$ cat src/rtl/flag_alu_pkg.sv
package flag_alu_pkg;

  localparam int DATA_W = 16;
  localparam int FLAG_N = 5;

  localparam int FLG_C  = 0;
  localparam int FLG_Z  = 1;
  localparam int FLG_OV = 2;
  localparam int FLG_N  = 3;
  localparam int FLG_DC = 4;

  localparam logic [FLAG_N-1:0] MASK_ALL = 5'b11111;
  localparam logic [FLAG_N-1:0] MASK_ZN  = 5'b01010;
  localparam logic [FLAG_N-1:0] MASK_CZN = 5'b01011;

  typedef enum logic [3:0] {
    OP_ADD  = 4'd0,
    OP_ADDC = 4'd1,
    OP_SUB  = 4'd2,
    OP_SUBB = 4'd3,
    OP_AND  = 4'd4,
    OP_OR   = 4'd5,
    OP_XOR  = 4'd6,
    OP_SHL1 = 4'd7,
    OP_SHR1 = 4'd8,
    OP_SAR1 = 4'd9,
    OP_SHLN = 4'd10,
    OP_SHRN = 4'd11,
    OP_SARN = 4'd12
  } aluOp_e;

  typedef enum logic [1:0] {
    SEL_ARITH = 2'd0,
    SEL_LOGIC = 2'd1,
    SEL_SHIFT = 2'd2
  } resSel_e;

  typedef enum logic [1:0] {
    LG_AND = 2'd0,
    LG_OR  = 2'd1,
    LG_XOR = 2'd2
  } logicSel_e;

  typedef struct packed {
    resSel_e           resSel;
    logicSel_e         logicSel;
    logic              invB;
    logic              useCin;
    logic              stickyZ;
    logic              shLeft;
    logic              shArith;
    logic              multiBit;
    logic [FLAG_N-1:0] mask;
  } aluStrobe_t;

endpackage

$ cat src/rtl/flag_alu_ctrl.sv
module flag_alu_ctrl
  import flag_alu_pkg::*;
(
  input  logic [3:0]  op,
  output aluStrobe_t  strobe
);

  always_comb begin
    strobe          = '0;
    strobe.resSel   = SEL_ARITH;
    strobe.logicSel = LG_AND;
    strobe.mask     = MASK_ALL;
    case (op)
      OP_ADD:  ;
      OP_ADDC: begin strobe.useCin = 1'b1; strobe.stickyZ = 1'b1; end
      OP_SUB:  strobe.invB = 1'b1;
      OP_SUBB: begin strobe.invB = 1'b1; strobe.useCin = 1'b1; strobe.stickyZ = 1'b1; end
      OP_AND:  begin strobe.resSel = SEL_LOGIC; strobe.logicSel = LG_AND; strobe.mask = MASK_ZN; end
      OP_OR:   begin strobe.resSel = SEL_LOGIC; strobe.logicSel = LG_OR;  strobe.mask = MASK_ZN; end
      OP_XOR:  begin strobe.resSel = SEL_LOGIC; strobe.logicSel = LG_XOR; strobe.mask = MASK_ZN; end
      OP_SHL1: begin strobe.resSel = SEL_SHIFT; strobe.shLeft = 1'b1; strobe.mask = MASK_CZN; end
      OP_SHR1: begin strobe.resSel = SEL_SHIFT; strobe.mask = MASK_CZN; end
      OP_SAR1: begin strobe.resSel = SEL_SHIFT; strobe.shArith = 1'b1; strobe.mask = MASK_CZN; end
      OP_SHLN: begin strobe.resSel = SEL_SHIFT; strobe.shLeft = 1'b1; strobe.multiBit = 1'b1; strobe.mask = MASK_ZN; end
      OP_SHRN: begin strobe.resSel = SEL_SHIFT; strobe.multiBit = 1'b1; strobe.mask = MASK_ZN; end
      OP_SARN: begin strobe.resSel = SEL_SHIFT; strobe.shArith = 1'b1; strobe.multiBit = 1'b1; strobe.mask = MASK_ZN; end
      default: strobe.mask = '0;
    endcase
  end

endmodule

$ cat src/rtl/flag_alu_dp.sv
module flag_alu_dp
  import flag_alu_pkg::*;
#(
  parameter int DataW = DATA_W
) (
  input  aluStrobe_t         strobe,
  input  logic               byteMode,
  input  logic [DataW-1:0]   opA,
  input  logic [DataW-1:0]   opB,
  input  logic [FLAG_N-1:0]  flagsIn,
  output logic [DataW-1:0]   result,
  output logic [FLAG_N-1:0]  flagsNext
);

  localparam int HalfW = DataW / 2;
  localparam int QtrW  = HalfW / 2;
  localparam int ShW   = $clog2(DataW);

  logic [DataW-1:0] bOp;
  logic             carryIn;
  logic [DataW:0]   sumW;
  logic [HalfW:0]   sumLo;
  logic [QtrW:0]    sumQ;
  logic [DataW-1:0] arithRes, logicRes, shiftRes, actRes;
  logic [ShW-1:0]   amt;
  logic [HalfW-1:0] aLo;
  logic             cArith, dcArith, aMsb, bMsb, rMsb, cShift, isZero;
  logic [FLAG_N-1:0] newFlags;

  assign bOp     = strobe.invB ? ~opB : opB;
  assign carryIn = strobe.useCin ? flagsIn[FLG_C] : strobe.invB;

  assign sumW  = {1'b0, opA} + {1'b0, bOp} + {{DataW{1'b0}}, carryIn};
  assign sumLo = {1'b0, opA[HalfW-1:0]} + {1'b0, bOp[HalfW-1:0]} + {{HalfW{1'b0}}, carryIn};
  assign sumQ  = {1'b0, opA[QtrW-1:0]} + {1'b0, bOp[QtrW-1:0]} + {{QtrW{1'b0}}, carryIn};

  assign arithRes = byteMode ? {{HalfW{1'b0}}, sumLo[HalfW-1:0]} : sumW[DataW-1:0];
  assign cArith   = byteMode ? sumLo[HalfW] : sumW[DataW];
  assign dcArith  = byteMode ? sumQ[QtrW] : sumLo[HalfW];

  always_comb begin
    case (strobe.logicSel)
      LG_OR:   logicRes = opA | opB;
      LG_XOR:  logicRes = opA ^ opB;
      default: logicRes = opA & opB;
    endcase
    if (byteMode) logicRes[DataW-1:HalfW] = '0;
  end

  assign amt = strobe.multiBit ? opB[ShW-1:0] : ShW'(1);
  assign aLo = opA[HalfW-1:0];

  always_comb begin
    if (byteMode) begin
      if (strobe.shLeft)       shiftRes = {{HalfW{1'b0}}, aLo << amt};
      else if (strobe.shArith) shiftRes = {{HalfW{1'b0}}, HalfW'($signed(aLo) >>> amt)};
      else                     shiftRes = {{HalfW{1'b0}}, aLo >> amt};
      cShift = strobe.shLeft ? opA[HalfW-1] : opA[0];
    end else begin
      if (strobe.shLeft)       shiftRes = opA << amt;
      else if (strobe.shArith) shiftRes = DataW'($signed(opA) >>> amt);
      else                     shiftRes = opA >> amt;
      cShift = strobe.shLeft ? opA[DataW-1] : opA[0];
    end
  end

  always_comb begin
    case (strobe.resSel)
      SEL_LOGIC: actRes = logicRes;
      SEL_SHIFT: actRes = shiftRes;
      default:   actRes = arithRes;
    endcase
  end

  assign aMsb   = byteMode ? opA[HalfW-1]    : opA[DataW-1];
  assign bMsb   = byteMode ? bOp[HalfW-1]    : bOp[DataW-1];
  assign rMsb   = byteMode ? actRes[HalfW-1] : actRes[DataW-1];
  assign isZero = byteMode ? (actRes[HalfW-1:0] == '0) : (actRes == '0);

  always_comb begin
    newFlags          = '0;
    newFlags[FLG_C]   = (strobe.resSel == SEL_SHIFT) ? cShift : cArith;
    newFlags[FLG_Z]   = isZero & (strobe.stickyZ ? flagsIn[FLG_Z] : 1'b1);
    newFlags[FLG_OV]  = (aMsb == bMsb) && (rMsb != aMsb);
    newFlags[FLG_N]   = rMsb;
    newFlags[FLG_DC]  = dcArith;
  end

  assign flagsNext = (newFlags & strobe.mask) | (flagsIn & ~strobe.mask);
  assign result    = byteMode ? {opA[DataW-1:HalfW], actRes[HalfW-1:0]} : actRes;

endmodule

$ cat src/rtl/flag_alu.sv
module flag_alu
  import flag_alu_pkg::*;
(
  input  logic               clk,
  input  logic               rstN,
  input  logic               inValid,
  input  logic [3:0]         op,
  input  logic               byteMode,
  input  logic [DATA_W-1:0]  opA,
  input  logic [DATA_W-1:0]  opB,
  input  logic [FLAG_N-1:0]  flagsIn,
  output logic               outValid,
  output logic [DATA_W-1:0]  resultOut,
  output logic [FLAG_N-1:0]  flagsOut,
  output logic [FLAG_N-1:0]  flagMask
);

  localparam int HalfW = DATA_W / 2;

  aluStrobe_t        strobe;
  logic [DATA_W-1:0] resultNext;
  logic [FLAG_N-1:0] flagsNext;

  flag_alu_ctrl u_ctrl (
    .op     (op),
    .strobe (strobe)
  );

  flag_alu_dp #(.DataW(DATA_W)) u_dp (
    .strobe    (strobe),
    .byteMode  (byteMode),
    .opA       (opA),
    .opB       (opB),
    .flagsIn   (flagsIn),
    .result    (resultNext),
    .flagsNext (flagsNext)
  );

  always_ff @(posedge clk) begin
    if (!rstN) begin
      outValid  <= 1'b0;
      resultOut <= '0;
      flagsOut  <= '0;
      flagMask  <= '0;
    end else begin
      outValid <= inValid;
      if (inValid) begin
        resultOut <= resultNext;
        flagsOut  <= flagsNext;
        flagMask  <= strobe.mask;
      end
    end
  end

  // valid follows the accepted operation by one cycle
  a_r1_valid_delay: assert property (@(posedge clk) disable iff (!rstN)
    1'b1 |=> (outValid == $past(inValid)));

  // byte mode keeps the destination's upper byte
  a_r2_upper_byte_kept: assert property (@(posedge clk) disable iff (!rstN)
    (inValid && byteMode) |=> (resultOut[DATA_W-1:HalfW] == $past(opA[DATA_W-1:HalfW])));

  // flags outside the mask are returned unchanged
  a_r11_unmasked_flags: assert property (@(posedge clk) disable iff (!rstN)
    inValid |=> (((flagsOut ^ $past(flagsIn)) & ~flagMask) == '0));

  // logic operations touch only Z and N
  a_r8_logic_mask: assert property (@(posedge clk) disable iff (!rstN)
    (inValid && (op == OP_AND || op == OP_OR || op == OP_XOR)) |=> (flagMask == MASK_ZN));

  // N is the top bit of the active-width result
  a_r6_negative_bit: assert property (@(posedge clk) disable iff (!rstN)
    (inValid && op <= OP_SARN) |=>
      (flagsOut[FLG_N] == ($past(byteMode) ? resultOut[HalfW-1] : resultOut[DATA_W-1])));

endmodule

$ cat config.mk
export PLATFORM = sky130hd
export DESIGN_NAME = flag_alu
export DESIGN_NICKNAME = d
export VERILOG_FILES = /design/src/rtl/flag_alu_pkg.sv /design/src/rtl/flag_alu_ctrl.sv /design/src/rtl/flag_alu_dp.sv /design/src/rtl/flag_alu.sv
export SDC_FILE = /design/constraint.sdc
export NUM_CORES = 1
export LEC_CHECK = 0
export ABC_AREA = 1
export CORE_MARGIN = 2
export CORE_UTILIZATION = 35
export DETAILED_ROUTE_END_ITERATION = 16
export DONT_BUFFER_PORTS = 1
export SYNTH_ARGS = -nofsm -noshare
export SYNTH_HDL_FRONTEND = slang
export SYNTH_SLANG_ARGS = --single-unit
$ cat constraint.sdc
create_clock -name clk -period 3.7 [get_ports clk]
set_clock_uncertainty 0.05 [all_clocks]
set_input_delay 0.185 -clock clk [delete_from_list [all_inputs] [get_ports clk]]
set_output_delay 0.185 -clock clk [all_outputs]
set_load 0.1 [all_outputs]
==> results.sh <==
export IMPL_start_util_pct=35.64
export IMPL_dr_pass1_iters=5
export IMPL_cts_buffer_depth=2
export IMPL_diodes=0
export IMPL_seq_area_frac_synth_pct=9.699
export IMPL_syn_area_sq_um=5160
export IMPL_hold_class="in2reg"
export IMPL_synth_top_cell_by_area="nand2_1"
export IMPL_endpoint="flagsOut[1]"
export IMPL_synth_cells=921
export IMPL_fillers=1665
export IMPL_grt_busiest_layer="met2"
export IMPL_async_flop_share_pct=0
export IMPL_ios=72
export IMPL_total_power_mw=1.440
export IMPL_max_freq_mhz=316.5
export IMPL_drive_above_1_share_pct=6.208
export IMPL_setup_tns_ns=0
export IMPL_cts_sinks=25
export IMPL_cp_arrival_ns=3.29
export IMPL_vias=6003
export IMPL_tightest_slew_ns=1.026
export IMPL_grt_overflow=0
export IMPL_die_y_microns=125.4
export IMPL_finalMaxSlewViolations=0
export IMPL_mostFrequentLayoutCells="nand2_1 (285), nand3_1 (117), nor2_1 (85)"
export IMPL_slowest_stage="fa_1"
export IMPL_endpoint_kind="register"
export IMPL_wl_per_cell_microns=17.30
export IMPL_via_per_inst=5.528
export IMPL_io_buffers=0
export IMPL_p_leak_nw=2.720
export IMPL_synth_edff_count=0
export IMPL_max_stage_delay_ns=0.46
export IMPL_area_delta_synth_final_pct=4.389
export IMPL_max_slew_margin_pct=31.51
export IMPL_r2r_end="flagsOut[0]"
export IMPL_grt_max_degree=40
export IMPL_synth_warnings=0
export IMPL_path_cells="nor2_1 -> nand2_1 -> xor2_1 -> fa_1 -> fa_1 -> nand3_1 -> nand2_1 -> nand2_1 -> nand3_1 -> a21boi_0 -> o21ai_0 -> nand2_1 -> nand2_1 -> nor2_1 -> nand3b_1 -> nand2_1 -> nor2_1 -> nand2_1 -> nor2_1 -> nand2_1 -> nand2_1 -> nand2_1 -> a21oi_1"
export IMPL_ctsRootBufferMaster="clkbuf_16"
export IMPL_grt_pass1_vias=5696
export IMPL_htreeDepth=1
export IMPL_grt_antenna_before_repair=0
export IMPL_gr_usage_met1_pct=29.84
export IMPL_final_common_cell="nand2_1"
export IMPL_cp_data_required_time_ns=3.83
export IMPL_drv_cap=0
export IMPL_vdd_ir_drop_max_uv=356.8
export IMPL_startpoint="op[3]"
export IMPL_path_common_cell="nand2_1"
export IMPL_syn_area_per_cell_sq_um=5.603
export IMPL_clkTransAtPathRegs_ns=0.06
export IMPL_globalplace_congestion=1.018
export IMPL_dieArea_sq_um=15730
export IMPL_ys_top_cells_by_area="nand2_1 (21%), ha_1 (12%), nand3_1 (11%), dfxtp_1 (9.7%), a21oi_1 (6.4%)"
export IMPL_drtIter0Drc=459
export IMPL_status="finished, final reports clean"
export IMPL_hold_viol=0
export IMPL_ys_seq_elements=25
export IMPL_critPathMaxFanout=6
export IMPL_synth_main_ff_cell="dfxtp_1"
export IMPL_r2r_start="flagsOut[0]"
export IMPL_hpwl_mm=14.98
export IMPL_finalCriticalPeriod_ns=3.159
export IMPL_grt_pass1_wl_mm=29.79
export IMPL_rr_worst_depth=2
export IMPL_ant_nets=0
export IMPL_reg2reg_slack_ns=2.24
export IMPL_drc_errors=0
export IMPL_grt_util_met2_pct=38.89
export IMPL_met3_usage_pct=3.380
export IMPL_crit_type="in2reg"
export IMPL_fin_crit_sh_pct=85.39
export IMPL_synth_nets=1019
export IMPL_final_nets=1001
export IMPL_numCtsBuffers=3
export IMPL_clock_latency_ns=0.25
export IMPL_synth_top_area_share_pct=20.73
export IMPL_powerDensity_nw_per_um2=267.3
export IMPL_core_area_sq_um=14480
export IMPL_cp_start_kind="input pin"
export IMPL_grt_usage_pct=23.23
export IMPL_setup_viol=0
export IMPL_seqCellArea_sq_um=503.0
export IMPL_num_rows=44
export IMPL_fp_dieW_microns=125.4
export IMPL_multi_input_area_sq_um=4088
export IMPL_rsz0062_at_grt="false"
export IMPL_synth_distinct_cells=40
export IMPL_cts_tree="yes"
export IMPL_wirelength_mm=18.79
## cell families after synthesis
family                   after synthesis  synth area share (%)
AO/OA/AOI/OAI                        169                 18.91
XOR/XNOR                              22                 3.734
adder cells (fa/ha/maj)               53                 13.14
buffers and inverters                131                 11.08
flip-flops                            25                 9.699
AND/OR/NAND/NOR                      521                 43.43
## sequential cells by signal, summed over array words and instances, names as in the netlist
register / cells
flagsOut: 5
outValid: 1
resultOut: 16
flagMask: 3
## cells in the mapped netlist (7+ instances only)
master,n
a21oi_1,66
buf_2,16
buf_6,7
clkbuf_1,17
dfxtp_1,25
ha_1,51
inv_1,78
nand2_1,285
nand3_1,117
nand3_2,13
nor2_1,85
o211ai_1,28
o21ai_0,44
o21ai_1,9
xor2_1,18
## metrics by stage
stage / instance area [sq um] / hold WS (ns) / util [%] / instances / setup WS, ns
after floorplan: 5160 / 0.2734 / - / 921 / 0.05669
after global placement: 5286 / 0.2316 / 36.51 / 1080 / 0.3416
after detailed placement: 5286 / 0.2333 / 36.51 / 1080 / 0.3183
after CTS: 5386 / 0.01083 / 37.20 / 1086 / 0.5446
after global routing: 5386 / 0.01746 / 37.20 / 1086 / 0.1707
final: 5386 / 0.01348 / 37.20 / 1086 / 0.5407
## where the power goes
group / total, mW / internal [mW] / switching (mW)
clock: 0.239 / 0.146 / 0.0939
combinational: 0.714 / 0.235 / 0.479
sequential: 0.486 / 0.292 / 0.194
## critical path: cells and delay by family
kind,cells,cell delay (ns)
XOR/XNOR,1,0.17
AO/OA/AOI/OAI,3,0.68
adder cells (fa/ha/maj),2,0.88
AND/OR/NAND/NOR,17,1.36
## worst min path at each step
| stage | startpoint | endpoint | slack [ns] | depth (start not counted) |
|---|---|---|---|---|
| final | rstN | resultOut[15] | 0.01 | 2 |
| after global routing | rstN | resultOut[6] | 0.02 | 2 |
| after CTS | rstN | resultOut[15] | 0.01 | 2 |
| after detailed placement | inValid | outValid | 0.23 | 2 |
| after global placement | inValid | resultOut[3] | 0.23 | 1 |
| after floorplan | rstN | resultOut[1] | 0.27 | 2 |
## cell type report
cell class                 instances  share of cell area, %
multi-input combinational        765                  75.89
tap                              184                  4.274
clock inverter                     1                0.09292
timing repair buffer              20                  2.880
sequential                        25                  9.338
clock buffer                       3                  1.394
inverter                          88                  6.132
## per-layer routing
layer	share of wire, %	up-vias
li1	-	3008
met1	42	2732
met2	47	211
met3	6.6	52
met4	4.4	0
met5	0	-
## repair_timing
action | 4_1_cts | 5_1_grt
setup endpoints to repair | 0 | 0
hold buffers | 2 | 0
hold endpoints to repair | 8 | 0
buffers inserted | 0 | 0
resized for setup | 0 | 0
(Power assumes the default switching activity.)
